File: src/rtl/fsh_pkg.sv
package fsh_pkg;

  localparam int unsigned DW = 32;

  // register offsets (bytes)
  localparam int unsigned OFF_CAP    = 'h00;
  localparam int unsigned OFF_VER    = 'h08;
  localparam int unsigned OFF_ISTAT  = 'h20;
  localparam int unsigned OFF_IEN    = 'h24;
  localparam int unsigned OFF_CSTAT  = 'h30;
  localparam int unsigned OFF_CEN    = 'h34;
  localparam int unsigned OFF_XL_LO  = 'h50;
  localparam int unsigned OFF_XL_HI  = 'h54;
  localparam int unsigned OFF_XL_DB  = 'h58;
  localparam int unsigned OFF_XL_CLR = 'h5C;
  localparam int unsigned OFF_XL_RUN = 'h60;
  localparam int unsigned OFF_XL_CN  = 'h64;
  localparam int unsigned OFF_TL_LO  = 'h70;
  localparam int unsigned OFF_TL_HI  = 'h74;
  localparam int unsigned OFF_TL_DB  = 'h78;
  localparam int unsigned OFF_TL_CLR = 'h7C;
  localparam int unsigned OFF_TL_RUN = 'h80;
  localparam int unsigned OFF_LCMD   = 'h90;
  localparam int unsigned OFF_ARG1   = 'h94;
  localparam int unsigned OFF_ARG2   = 'h98;
  localparam int unsigned OFF_ARG3   = 'h9C;

  // controller status field positions
  localparam int unsigned CS_DEV_PRESENT = 0;
  localparam int unsigned CS_XL_READY    = 1;
  localparam int unsigned CS_TL_READY    = 2;
  localparam int unsigned CS_CMD_READY   = 3;
  localparam int unsigned CS_PWR_LSB     = 8;
  localparam int unsigned CS_PWR_W       = 3;
  localparam logic [CS_PWR_W-1:0] PWR_LOCAL_OK = 3'd1;

  // interrupt status bit positions
  localparam int unsigned IS_HIB_EXIT  = 5;
  localparam int unsigned IS_HIB_ENTER = 6;
  localparam int unsigned IS_CMD_DONE  = 10;

  // link command codes and result codes
  localparam logic [DW-1:0] LC_LINK_START = 32'h16;
  localparam logic [DW-1:0] LC_HIB_ENTER  = 32'h17;
  localparam logic [DW-1:0] LC_HIB_EXIT   = 32'h18;
  localparam logic [DW-1:0] LC_RES_OK     = 32'h0;
  localparam logic [DW-1:0] LC_RES_FAIL   = 32'h1;

  localparam logic [DW-1:0] VERSION_WORD = 32'h0000_0310;
  localparam logic [DW-1:0] BASE_LO_MASK = 32'hFFFF_FC00;

  typedef struct packed {
    logic [DW-1:0] cen;
    logic [DW-1:0] cstat;
    logic [DW-1:0] istat;
    logic [DW-1:0] ien;
    logic [DW-1:0] xl_lo;
    logic [DW-1:0] xl_hi;
    logic [DW-1:0] xl_run;
    logic [DW-1:0] xl_cn;
    logic [DW-1:0] tl_lo;
    logic [DW-1:0] tl_hi;
    logic [DW-1:0] arg1;
    logic [DW-1:0] arg2;
    logic [DW-1:0] arg3;
  } regs_t;

  typedef struct packed {
    logic [DW-1:0] cstat_set;
    logic [DW-1:0] istat_set;
    logic          pwr_wr;
    logic [DW-1:0] result;
  } lcmd_eff_t;

  function automatic logic [DW-1:0] bit_at(input int unsigned pos);
    return DW'(1) << pos;
  endfunction

  function automatic logic [DW-1:0] cap_word(input int unsigned nxfer,
                                             input int unsigned ntask);
    logic [DW-1:0] c;
    c        = '0;
    c[4:0]   = 5'(nxfer - 1);
    c[15:8]  = 8'd2;
    c[18:16] = 3'(ntask - 1);
    c[24]    = 1'b1;
    return c;
  endfunction

  function automatic lcmd_eff_t lcmd_effect(input logic [DW-1:0] code);
    lcmd_eff_t e;
    e = '0;
    case (code)
      LC_LINK_START: begin
        e.cstat_set = bit_at(CS_DEV_PRESENT) | bit_at(CS_XL_READY) | bit_at(CS_TL_READY);
        e.result    = LC_RES_OK;
      end
      LC_HIB_ENTER: begin
        e.istat_set = bit_at(IS_HIB_ENTER);
        e.pwr_wr    = 1'b1;
        e.result    = LC_RES_OK;
      end
      LC_HIB_EXIT: begin
        e.istat_set = bit_at(IS_HIB_EXIT);
        e.pwr_wr    = 1'b1;
        e.result    = LC_RES_OK;
      end
      default: e.result = LC_RES_FAIL;
    endcase
    e.istat_set = e.istat_set | bit_at(IS_CMD_DONE);
    return e;
  endfunction

endpackage

File: src/rtl/fsh_linkcmd.sv
module fsh_linkcmd
  import fsh_pkg::*;
(
  input  logic [DW-1:0] code,
  input  logic [DW-1:0] cstat_cur,
  input  logic [DW-1:0] istat_cur,
  output logic [DW-1:0] cstat_nxt,
  output logic [DW-1:0] istat_nxt,
  output logic [DW-1:0] result,
  output logic          cmd_known
);
  lcmd_eff_t eff;

  always_comb begin
    eff       = lcmd_effect(code);
    cstat_nxt = cstat_cur | eff.cstat_set;
    if (eff.pwr_wr)
      cstat_nxt[CS_PWR_LSB +: CS_PWR_W] = PWR_LOCAL_OK;
    istat_nxt = istat_cur | eff.istat_set;
    result    = eff.result;
    cmd_known = (eff.result == LC_RES_OK);
  end
endmodule

File: src/rtl/fsh_irq.sv
module fsh_irq
  import fsh_pkg::*;
#(
  parameter logic [DW-1:0] IMPL_MASK = 32'h0007_1FFF
) (
  input  logic [DW-1:0] istat,
  input  logic [DW-1:0] ien,
  output logic          irq
);
  logic [DW-1:0] pending;
  assign pending = istat & IMPL_MASK & ien;
  assign irq     = |pending;
endmodule

File: src/rtl/fsh_rdmux.sv
module fsh_rdmux
  import fsh_pkg::*;
#(
  parameter int unsigned AW          = 12,
  parameter int unsigned BLOCK_BYTES = 160,
  parameter int unsigned N_XFER      = 32,
  parameter int unsigned N_TASK      = 8
) (
  input  logic [AW-1:0] addr,
  input  regs_t         r,
  output logic          in_range,
  output logic [DW-1:0] data
);
  localparam logic [DW-1:0] CAP = cap_word(N_XFER, N_TASK);

  assign in_range = (addr < AW'(BLOCK_BYTES));

  always_comb begin
    data = '0;
    if (in_range) begin
      case (addr)
        AW'(OFF_CAP):    data = CAP;
        AW'(OFF_VER):    data = VERSION_WORD;
        AW'(OFF_ISTAT):  data = r.istat;
        AW'(OFF_IEN):    data = r.ien;
        AW'(OFF_CSTAT):  data = r.cstat;
        AW'(OFF_CEN):    data = r.cen;
        AW'(OFF_XL_LO):  data = r.xl_lo;
        AW'(OFF_XL_HI):  data = r.xl_hi;
        AW'(OFF_XL_RUN): data = r.xl_run;
        AW'(OFF_XL_CN):  data = r.xl_cn;
        AW'(OFF_TL_LO):  data = r.tl_lo;
        AW'(OFF_TL_HI):  data = r.tl_hi;
        AW'(OFF_ARG1):   data = r.arg1;
        AW'(OFF_ARG2):   data = r.arg2;
        AW'(OFF_ARG3):   data = r.arg3;
        default:         data = '0;
      endcase
    end
  end
endmodule

File: src/rtl/fsh_regs.sv
module fsh_regs
  import fsh_pkg::*;
#(
  parameter int unsigned     AW          = 12,
  parameter int unsigned     BLOCK_BYTES = 160,
  parameter int unsigned     N_XFER      = 32,
  parameter int unsigned     N_TASK      = 8,
  parameter logic [DW-1:0]   IMPL_MASK   = 32'h0007_1FFF
) (
  input  logic          clk,
  input  logic          rst_n,
  input  logic          wr_en,
  input  logic          rd_en,
  input  logic [AW-1:0] addr,
  input  logic [DW-1:0] wdata,
  output logic [DW-1:0] rdata,
  output logic          rvalid,
  output logic          irq
);
  regs_t         r;
  logic          in_range;
  logic [DW-1:0] rd_word;
  logic [DW-1:0] lc_cstat, lc_istat, lc_result;
  logic          lc_known;

  // named events for the assertions
  logic wr_ok, wr_istat, wr_cmd, wr_cen, cen_rise, cen_fall;
  assign wr_ok    = wr_en && in_range;
  assign wr_istat = wr_ok && (addr == AW'(OFF_ISTAT));
  assign wr_cmd   = wr_ok && (addr == AW'(OFF_LCMD));
  assign wr_cen   = wr_ok && (addr == AW'(OFF_CEN));
  assign cen_rise = wr_cen && !r.cen[0] &&  wdata[0];
  assign cen_fall = wr_cen &&  r.cen[0] && !wdata[0];

  fsh_linkcmd u_lcmd (
    .code      (wdata),
    .cstat_cur (r.cstat),
    .istat_cur (r.istat),
    .cstat_nxt (lc_cstat),
    .istat_nxt (lc_istat),
    .result    (lc_result),
    .cmd_known (lc_known)
  );

  fsh_irq #(.IMPL_MASK(IMPL_MASK)) u_irq (
    .istat (r.istat),
    .ien   (r.ien),
    .irq   (irq)
  );

  fsh_rdmux #(
    .AW(AW), .BLOCK_BYTES(BLOCK_BYTES), .N_XFER(N_XFER), .N_TASK(N_TASK)
  ) u_rdmux (
    .addr     (addr),
    .r        (r),
    .in_range (in_range),
    .data     (rd_word)
  );

  always_ff @(posedge clk) begin
    if (!rst_n) begin
      r <= '0;
    end else if (wr_ok) begin
      case (addr)
        AW'(OFF_ISTAT):  r.istat  <= r.istat & ~wdata;
        AW'(OFF_IEN):    r.ien    <= wdata;
        AW'(OFF_CEN): begin
          if (cen_rise) begin
            r.cen[0]             <= 1'b1;
            r.cstat[CS_CMD_READY] <= 1'b1;
          end else if (cen_fall) begin
            r.cen[0] <= 1'b0;
            r.cstat  <= '0;
          end
        end
        AW'(OFF_XL_LO):  r.xl_lo  <= wdata & BASE_LO_MASK;
        AW'(OFF_XL_HI):  r.xl_hi  <= wdata;
        AW'(OFF_XL_RUN): r.xl_run <= wdata;
        AW'(OFF_XL_CN):  r.xl_cn  <= r.xl_cn & ~wdata;
        AW'(OFF_TL_LO):  r.tl_lo  <= wdata & BASE_LO_MASK;
        AW'(OFF_TL_HI):  r.tl_hi  <= wdata;
        AW'(OFF_LCMD): begin
          r.cstat <= lc_cstat;
          r.istat <= lc_istat;
          r.arg2  <= lc_result;
        end
        AW'(OFF_ARG1):   r.arg1   <= wdata;
        AW'(OFF_ARG2):   r.arg2   <= wdata;
        AW'(OFF_ARG3):   r.arg3   <= wdata;
        default: ;  // doorbells, clears, task run-stop: accepted, no effect
      endcase
    end
  end

  always_ff @(posedge clk) begin
    if (!rst_n) begin
      rdata  <= '0;
      rvalid <= 1'b0;
    end else begin
      rvalid <= rd_en;
      if (rd_en) rdata <= rd_word;
    end
  end

  AST_RD_LATENCY: assert property (@(posedge clk) disable iff (!rst_n)
    rd_en |=> rvalid);
  AST_RD_OUT_OF_RANGE: assert property (@(posedge clk) disable iff (!rst_n)
    (rd_en && !in_range) |=> (rdata == '0));
  AST_ISTAT_W1C: assert property (@(posedge clk) disable iff (!rst_n)
    wr_istat |=> ((r.istat & $past(wdata)) == '0));
  AST_IRQ_DROPS_ON_CLEAR: assert property (@(posedge clk) disable iff (!rst_n)
    (wr_istat && (wdata == '1)) |=> !irq);
  AST_CEN_RISE: assert property (@(posedge clk) disable iff (!rst_n)
    cen_rise |=> (r.cen[0] && r.cstat[CS_CMD_READY]));
  AST_CEN_FALL: assert property (@(posedge clk) disable iff (!rst_n)
    cen_fall |=> (!r.cen[0] && (r.cstat == '0)));
  AST_LINK_START: assert property (@(posedge clk) disable iff (!rst_n)
    (wr_cmd && (wdata == LC_LINK_START)) |=> ((r.cstat[2:0] == 3'b111) && (r.arg2 == LC_RES_OK)));
  AST_HIB_PWR: assert property (@(posedge clk) disable iff (!rst_n)
    (wr_cmd && ((wdata == LC_HIB_ENTER) || (wdata == LC_HIB_EXIT)))
      |=> (r.cstat[CS_PWR_LSB +: CS_PWR_W] == PWR_LOCAL_OK));
  AST_CMD_DONE: assert property (@(posedge clk) disable iff (!rst_n)
    wr_cmd |=> r.istat[IS_CMD_DONE]);
  AST_CMD_FAIL_CODE: assert property (@(posedge clk) disable iff (!rst_n)
    (wr_cmd && !lc_known) |=> ((r.arg2 == LC_RES_FAIL) && $stable(r.cstat)));
  AST_XL_BASE_MASK: assert property (@(posedge clk) disable iff (!rst_n)
    (wr_ok && (addr == AW'(OFF_XL_LO))) |=> (r.xl_lo[9:0] == '0));
  AST_OOR_WRITE: assert property (@(posedge clk) disable iff (!rst_n)
    (wr_en && !in_range) |=> $stable(r));
endmodule

File: config.mk
export PLATFORM = sky130hd
export DESIGN_NAME = fsh_regs
export DESIGN_NICKNAME = d
export VERILOG_FILES = /design/src/rtl/fsh_pkg.sv /design/src/rtl/fsh_linkcmd.sv /design/src/rtl/fsh_irq.sv /design/src/rtl/fsh_rdmux.sv /design/src/rtl/fsh_regs.sv
export SDC_FILE = /design/constraint.sdc
export NUM_CORES = 1
export LEC_CHECK = 0
export BUFFER_PORTS_ARGS = -buffer_cell sky130_fd_sc_hd__clkbuf_2
export CAP_MARGIN = 20
export CORE_UTILIZATION = 50
export CTS_CLUSTER_DIAMETER = 30
export DETAILED_ROUTE_END_ITERATION = 7
export HOLD_SLACK_MARGIN = 0.1
export PLACE_DENSITY_LB_ADDON = 0.1
export SLEW_MARGIN = 20
export SYNTH_ARGS = -nofsm -noshare
export SYNTH_HDL_FRONTEND = slang
export SYNTH_SLANG_ARGS = --single-unit
File: constraint.sdc
create_clock -name clk -period 2 [get_ports clk]
set_clock_uncertainty 0.15 [all_clocks]
set_input_delay 0 -clock clk [delete_from_list [all_inputs] [get_ports clk]]
set_output_delay 0 -clock clk [all_outputs]
set_load 0.05 [all_outputs]
Yosys cells after proc, flatten, opt, wreduce, memory -nomap -nowiden
Cells that the tools add are included.
{"block": "totals", "reg_bits": 398, "latchBits": 0, "mem_bits_rw": 0, "rom_bits": 0, "wordCells": 87, "n_memories": 0}
{"block": "classes", "addsub": 0, "n_mul": 0, "n_div": 0, "order_cmp": 1, "n_eq_ne": 21, "n_shift": 0, "mux": 14, "n_bitwise": 6, "reduce_logical": 29}
{"cell": "$pmux W32 S15", "n": 1}
{"cell": "$pmux W32 S2", "n": 3}
{"cell": "$eq A32 B5 Y1 const B", "n": 3}
{"cell": "$eq A12 B7 Y1 const B", "n": 6}
{"cell": "$and A32 B32 Y32", "n": 2}
{"cell": "$eq A12 B6 Y1 const B", "n": 4}
{"cell": "$eq A12 B8 Y1 const B", "n": 4}
{"cell": "$mux W33", "n": 1}
{"cell": "$and A19 B32 Y32", "n": 1}
{"cell": "$mux W32", "n": 1}
{"cell": "$not A32 Y32", "n": 1}
{"cell": "$or A32 B11 Y32", "n": 1}
{"cell": "$or A32 B32 Y32", "n": 1}
{"cell": "$reduce_or A32 Y1", "n": 1}
{"cell": "$mux W28", "n": 1}
{"cell": "$reduce_and A2 Y1", "n": 11}
{"cell": "$pmux W8 S2", "n": 1}
{"cell": "$eq A12 B4 Y1 const B", "n": 1}
{"cell": "$logic_not A12 Y1", "n": 1}
{"cell": "$lt A12 B8 Y1 const B", "n": 1}
{"cell": "$mux W3", "n": 3}
{"cell": "$reduce_bool A2 Y1", "n": 4}
{"cell": "$logic_and A1 B1 Y1", "n": 6}
{"cell": "$reduce_and A3 Y1", "n": 2}
{"cell": "other kinds (6)", "n": 10}

Depth between registers and ports, before layout
Gate-level depths: netlist of run 1.
{"block": "depth", "depth_word": 8, "ltp_mapped": 10}

Modules after synthesis
Synthesis of run 1 repeated with hierarchy kept, for this count alone.
{"block": "hier_totals", "hier_cells": 2432, "hier_area_um2": 19942.9}
{"module": "fsh_regs", "n_inst": 1, "cells_each": 1777, "area_per_inst_um2": 15207.1, "seq_area_each_um2": 7967.6}
{"module": "fsh_rdmux", "n_inst": 1, "cells_each": 524, "area_per_inst_um2": 3743.6, "seq_area_each_um2": 0.0}
{"module": "fsh_linkcmd", "n_inst": 1, "cells_each": 122, "area_per_inst_um2": 890.9, "seq_area_each_um2": 0.0}
{"module": "fsh_irq", "n_inst": 1, "cells_each": 9, "area_per_inst_um2": 101.3, "seq_area_each_um2": 0.0}

Worst setup path after synthesis of run 1
No wires, ideal clock.
{"block": "synth_timing", "kind": "input port to flip-flop", "start": "in addr[2]", "end": "reg rdata[15]", "setup_time_ns": 0.069, "arrival_ns": 1.549, "path_slack_ns": 0.232, "path_stages": 8, "n_path_buf": 2, "path_cell_list": "buf_2 -> or4b_2 -> o22ai_1 -> o311ai_1 -> o21ai_4 -> nand2_2 -> buf_6 -> o21ai_1"}
{"block": "synth_via", "elab_chain_len": 3}
{"element": "from (decl)", "line_no": "fsh_regs.sv:14", "text": "input logic [AW-1:0] addr,"}
{"element": "parallel branches: the longest is 2 deep, another holds $lt A12 B8 Y1"}
{"element": "$mux W32 (*)", "line_no": "fsh_rdmux.sv:20", "text": "if (in_range) begin"}
{"element": "to (signal assigned)", "line_no": "fsh_regs.sv:101", "text": "if (rd_en) rdata <= rd_word;"}
{"element": "to (decl)", "line_no": "fsh_regs.sv:16", "text": "output logic [DW-1:0] rdata,"}
Mark *: on every way between the ends.
A chain may end at the register's enable or synchronous reset.

Final worst setup path of run 1
{"block": "layout_timing", "start": "reg, netlist name r[323]", "end": "out irq"}
{"block": "layout_via", "elab_chain_len": 2}
{"element": "$and A19 B32 Y32", "line_no": "fsh_irq.sv:11", "text": "assign pending = istat & IMPL_MASK & ien;"}
{"element": "$reduce_or A32 Y1", "line_no": "fsh_irq.sv:12", "text": "assign irq = |pending;"}
{"element": "to (decl)", "line_no": "fsh_regs.sv:18", "text": "output logic irq"}
Every way passes these cells.

==> impl_metrics.ini, run 1 <==
[setup_path]
worstSetupEndpoint = irq
rrSetupSlack_ps = 240
endpoint_kind = primary output
path_class = reg2out
crit_fanout = 2
cp-startpoint = r[323]
required_ps = 1850
cp_data_arrival_time_ps = 1860
r2r_cells = 6
reg2reg_to = rdata[10]
reg2reg_from = r[74]
startpoint_type = flip-flop

[run_status]
violations = negative setup slack
status = complete, but fails checks

[synth]
postSynthAreaPerCell_sq_um = 8.203
async_flop_share_pct = 0
synth_enable_flop_cells = 0
ys_ff_latch = 371
synth_nets = 2099
ys_seq_area_share_pct = 44.15
ys_types = 76
yosysWarnings = 0
synthesis.area_sq_um = 16820
synth_cells = 2051
yosys_most_used_dff = dfxtp_1

[sta]
finalSetupViolCount = 1
fmax_ghz = 0.4984
min_period_ps = 2006
rsz0062_at_grt = yes
hold_violations = 0
tightestPinTransition_ps = 540.3
setup_slack_ps = -6.274
relSlewSlack_pct = 63.65
fin_crit_sh_pct = 100.3
slew_viol_final = 0

[power]
power_density_nw_per_um2 = 1016
leakage_nw = 8.347
vdd_ir_drop_max_v = 0.0009312
p_total_w = 0.02341

[floorplanning]
die_w_microns = 185.4
dieArea_sq_um = 34380
row_count = 66
core_area_sq_um = 32780
dieHeight_microns = 185.4
start_util_pct = 51.32
pin_count = 82

[global_routing]
antenna_found_initial = 1
overflow = 0
grt_pass1_wl_microns = 103900
grt_pass1_vias = 16640
grt_use_total_pct = 41.33
grt_max_degree = 84

[clocking]
h-tree-depth = 3
clockBufferDepth = 3
clkLatencyLatePin_ps = 590
cts_buffers = 83
cts_tree = done
clkTransAtPathRegs_ps = 40
cts-root-buf = clkbuf_16
cts.sinks = 371

[routing]
final_antenna_net_count = 0
drt_iter0_markers = 2087
firstDrtPassIters = 6
wl_met1_microns = 27750
routedWlPerCell_microns = 25.05
postRouteWirelength_microns = 70650
avgViaCountPerCell = 6.149
drt_drc_violations_left = 0
routed-wl-met2_microns = 31280
met3_wirelength_microns = 7755
dr_total_vias = 17340
top_layer = met4

[flow_run]
max-cap-violations = 0

[place]
dp_hpwl_microns = 46390
place.gp.congestion = 0.9426
placed_cell_area_sq_um = 19300
port_buffers = 81

[layout]
drive_above_1_share_pct = 23.21
num_antenna_cells = 0
area_delta_synth_final_pct = 36.96
nets = 2357
final_area_sq_um = 23040
fin_util_pct = 70.28

[worst_hold_path]
hold_class = in2reg
-- worst min path at each step --
| stage | startpoint | end | slack, ps | depth (start not counted) |
|---|---|---|---|---|
| after floorplan | wdata[11] | r[43] | 20 | 2 |
| after global placement | wdata[7] | r[167] | 230 | 3 |
| after detailed placement | wdata[7] | r[167] | 240 | 3 |
| after CTS | addr[9] | rdata[3] | -230 | 5 |
| after global routing | addr[3] | rdata[0] | 170 | 5 |
| final | addr[3] | rdata[0] | 130 | 5 |
-- cell families after synthesis --
| family | synth area share [%] |
|---|---|
| simple gates | 20.93 |
| compound gates | 25.64 |
| flops | 44.15 |
| buf+inv | 5.102 |
| mux | 4.128 |
| xor+xnor | 0.05207 |
-- routing by layer --
layer	GRT usage (%)	vias up
met5	0	-
met1	52.80	8321
met2	63.63	1097
li1	-	7685
met4	23.11	0
met3	10.09	237
-- what timing repair did --
item | in CTS | in global routing
pin swaps | 0 | 4
hold buffers | 46 | 1
endpoints found under the hold margin | 371 | 9
setup endpoints to repair | 1 | 133
cloned | 0 | 1
setup buffers | 0 | 5
resized for setup | 4 | 30
-- sequential cells by signal (all words and copies together), names as in the netlist --
signal and flops:
rdata 32, rvalid 1, r 338
-- power by group --
part / switching (W) / internal, W / total [W]
Sequential: 0.00000182 / 0.00742 / 0.00742
Clock: 0.00452 / 0.0103 / 0.0148
Combinational: 0.000702 / 0.000445 / 0.00115
-- cell usage in the layout, fill, tap and decap left out, types with 5 or more instances in the layout --
master         count
nand2_1          596
dfxtp_1          369
a21boi_0         195
buf_4            195
a21oi_1           97
a22oi_1           87
clkbuf_16         87
clkbuf_2          79
nor2b_1           58
dlygate4sd3_1     46
a21boi_1          45
nor2_1            42
mux2i_1           39
buf_12            37
o21ai_0           36
mux2_2            27
o22ai_1           24
a22o_1            21
nand3_1           17
bufinv_16         16
a31oi_1           15
o21ai_1           14
a222oi_1          12
clkbuf_8          12
clkinvlp_4        11
clkinv_2          10
nor2_4             8
nor3_1             8
nor4_1             7
o31ai_1            7
a32oi_1            7
nand2b_1           7
clkbuf_1           7
buf_6              7
inv_1              6
inv_6              6
a221oi_1           5
a32o_1             5
-- per-stage QoR --
step	hold WS (ps)	cells	setup TNS, ps	setup WS (ps)
3_3_place_gp	234.9	2614	-10190	-169.9
3_5_place_dp	239.7	2614	-11170	-159.0
6_report	133.6	2820	-6.274	-6.274
4_1_cts	-233.2	2814	0	2.566
5_1_grt	165.9	2820	-127.4	-65.00
2_1_floorplan	20.69	2051	0	232.0
-- critical path: stages (launching register included) --
cell and delay [ps]:
dfxtp_4 340, a22o_1 230, a221oi_2 190, buf_4 170, nand4_1 140, buf_8 200
-- synthesized netlist by cell type (3+ instances only) --
| library cell | n | area share [%] |
|---|---|---|
| a221oi_1 | 7 | 0.36 |
| a32oi_1 | 7 | 0.36 |
| a21boi_1 | 45 | 2.0 |
| nor2_2 | 3 | 0.11 |
| nor3_2 | 5 | 0.30 |
| dfxtp_1 | 371 | 44 |
| nor2_1 | 48 | 1.1 |
| o31ai_1 | 7 | 0.31 |
| nand2_1 | 597 | 13 |
| buf_2 | 59 | 1.8 |
| or4_1 | 4 | 0.18 |
| inv_1 | 6 | 0.13 |
| o21ai_0 | 36 | 1.1 |
| a222oi_1 | 12 | 0.71 |
| o22ai_1 | 25 | 0.93 |
| nand4_1 | 3 | 0.11 |
| o211ai_1 | 3 | 0.13 |
| a22oi_1 | 87 | 3.9 |
| o22a_1 | 3 | 0.16 |
| a221o_1 | 4 | 0.24 |
| a32o_1 | 5 | 0.30 |
| nand3_1 | 18 | 0.54 |
| a41oi_1 | 3 | 0.16 |
| clkbuf_1 | 126 | 2.8 |
| and3b_1 | 4 | 0.21 |
| mux2i_1 | 39 | 2.3 |
| a31o_2 | 3 | 0.16 |
| nand2b_1 | 10 | 0.37 |
| mux2_2 | 27 | 1.8 |
| nor2b_1 | 61 | 2.3 |
| a31oi_1 | 15 | 0.56 |
| a21oi_1 | 97 | 2.9 |
| nor4_1 | 8 | 0.30 |
| o21ai_1 | 15 | 0.45 |
| a22o_1 | 21 | 1.1 |
| o221ai_1 | 4 | 0.21 |
| nand4bb_1 | 3 | 0.20 |
| buf_4 | 5 | 0.22 |
| nor3_1 | 10 | 0.30 |
| and3_1 | 3 | 0.11 |
| a21boi_0 | 195 | 8.7 |
| nor3b_1 | 3 | 0.13 |
-- final cells by class --
type | count | area, sq um
inverters | 6 | 22.52
repair buffers | 367 | 3193
well taps | 442 | 553.0
clock buffers | 104 | 2330
flip-flops and latches | 371 | 7432
fillers | 2568 | 9742
clock inverters | 50 | 749.5
multi-input cells | 1480 | 8762
Power figures use the tool's default switching activity.
==> run 2, diff against run 1 <==
--- a/config.mk
+++ b/config.mk
@@ -6,8 +6,8 @@
 export NUM_CORES = 1
 export LEC_CHECK = 0
 export BUFFER_PORTS_ARGS = -buffer_cell sky130_fd_sc_hd__clkbuf_2
-export CAP_MARGIN = 20
-export CORE_UTILIZATION = 50
+export CORE_UTILIZATION = 35
+export CTS_BUF_LIST = sky130_fd_sc_hd__clkbuf_16
 export CTS_CLUSTER_DIAMETER = 30
 export DETAILED_ROUTE_END_ITERATION = 7
 export HOLD_SLACK_MARGIN = 0.1
==> run 2 against run 1 <==
- critical endpoint unchanged
- via count decreased by 2.3%
- the flow still finishes with violations (negative setup slack)
- sequential power about the same
- clock power about the same
- critical path depth shrank 1
- largest cell class unchanged
- final area up 2.6%
==> impl_metrics.ini, run 2 (synthesized netlist as in run 1, its figures left out) <==
[floorplanning]
pin_count = 82
start_util_pct = 35.83
core_area_sq_um = 46950
dieArea_sq_um = 48950
die_w_microns = 221.2
row_count = 79
dieHeight_microns = 221.2

[routing]
firstDrtPassIters = 6
drt_drc_violations_left = 0
routedWlPerCell_microns = 24.81
final_antenna_net_count = 0
avgViaCountPerCell = 5.576
postRouteWirelength_microns = 75410
drt_iter0_markers = 1729
dr_total_vias = 16950

[power]
power_density_nw_per_um2 = 998.8
leakage_nw = 8.651
vdd_ir_drop_max_v = 0.0007610
p_total_w = 0.02361

[layout]
final_cell_mix = 597 x nand2_1, 369 x dfxtp_1, 212 x buf_4
largest_reg_flops = 338
final_cell_count_no_fill = 3039
fillCellCount = 4382
layout.cells.most_common = nand2_1
fin_util_pct = 50.34
area_delta_synth_final_pct = 40.48
nets = 2400
drive_above_1_share_pct = 23.40
reg_top3 = r x338, rdata x32, rvalid x1
max_flop_register = r
final_area_sq_um = 23630
num_antenna_cells = 0

[setup_path]
startpoint_type = flip-flop
crit_fanout = 4
required_ps = 1850
endpoint_kind = primary output
path_class = reg2out
cp_data_arrival_time_ps = 1910

[run_status]
status = complete, but fails checks
violations = negative setup slack

[place]
placed_cell_area_sq_um = 19830
dp_hpwl_microns = 50590
dp.cells = 2805
place.gp.congestion = 0.8857
port_buffers = 81

[sta]
slew_viol_final = 0
fin_crit_sh_pct = 103.2
rsz0062_at_grt = yes
tightestPinTransition_ps = 560.9
finalSetupViolCount = 1
fmax_ghz = 0.4845
min_period_ps = 2064
relSlewSlack_pct = 62.53
setup_slack_ps = -64.05
hold_violations = 0

[global_routing]
grt_use_total_pct = 30.31
antenna_found_initial = 0
grt_pass1_wl_microns = 109800
overflow = 0
grt_pass1_vias = 16440
grt_max_degree = 54

[clocking]
cts-root-buf = clkbuf_16
cts.sinks = 371
cts_tree = done
clkLatencyLatePin_ps = 640
clockBufferDepth = 3
h-tree-depth = 3
clkTransAtPathRegs_ps = 50
cts_buffers = 98

[flow_run]
max-cap-violations = 0

[worst_hold_path]
hold_class = in2reg
==> run 2: final cells by class <==
cell class / count / area (sq um) / share of cell area (%)
flip-flops and latches: 371 / 7430 / 31.44
clock buffers: 99 / 2477 / 10.48
well taps: 607 / 759.5 / 3.214
clock inverters: 81 / 700.7 / 2.965
inverters: 6 / 22.52 / 0.09529
multi-input cells: 1480 / 8702 / 36.82
repair buffers: 395 / 3542 / 14.99
==> run 2: layer usage <==
| layer | share of wire [%] | GRT usage, % | wire, microns |
|---|---|---|---|
| met1 | 43 | 39.89 | 32610 |
| met2 | 46 | 48.28 | 34500 |
| met3 | 7.4 | 5.736 | 5555 |
| met4 | 3.6 | 13.11 | 2749 |
| met5 | 0 | 0 | 0 |
==> run 2: critical path: stages, from the launching register on <==
cell and delay (ps):
dfxtp_1 370, a22o_1 240, a221oi_2 230, nand4_1 200, clkbuf_8 230
==> run 2: final timing paths <==
kind | startpoint | to | slack [ps] | cells after the start
max | r[326] | irq | -60 | 4
min | addr[5] | rdata[31] | 90 | 6
max reg2reg | r[152] | rdata[24] | 200 | 6
min reg2reg | r[334] | r[334] | 280 | 2
==> run 2: power breakdown <==
part | total [W] | internal [W] | switching (W)
clock | 0.0150 | 0.0103 | 0.00474
combinational | 0.00118 | 0.000464 | 0.000714
sequential | 0.00743 | 0.00743 | 0.00000170
==> run 2: through the flow <==
stage	setup slack (ps)	hold WS (ps)	setup TNS, ps
floorplan	232.0	20.69	0
global placement	-147.3	180.7	-7046
detailed placement	-191.9	184.5	-11250
CTS	-75.33	109.8	-86.66
global route	-65.86	138.0	-67.64
finish	-64.05	87.87	-64.05
==> run 2: repair_timing <==
item	in CTS	in global routing
setup endpoints to repair	1	126
pin swaps	2	1
gates resized for setup	6	18
hold endpoints to repair	371	1
gates cloned	0	1
buffers inserted	2	1
hold buffers	51	1
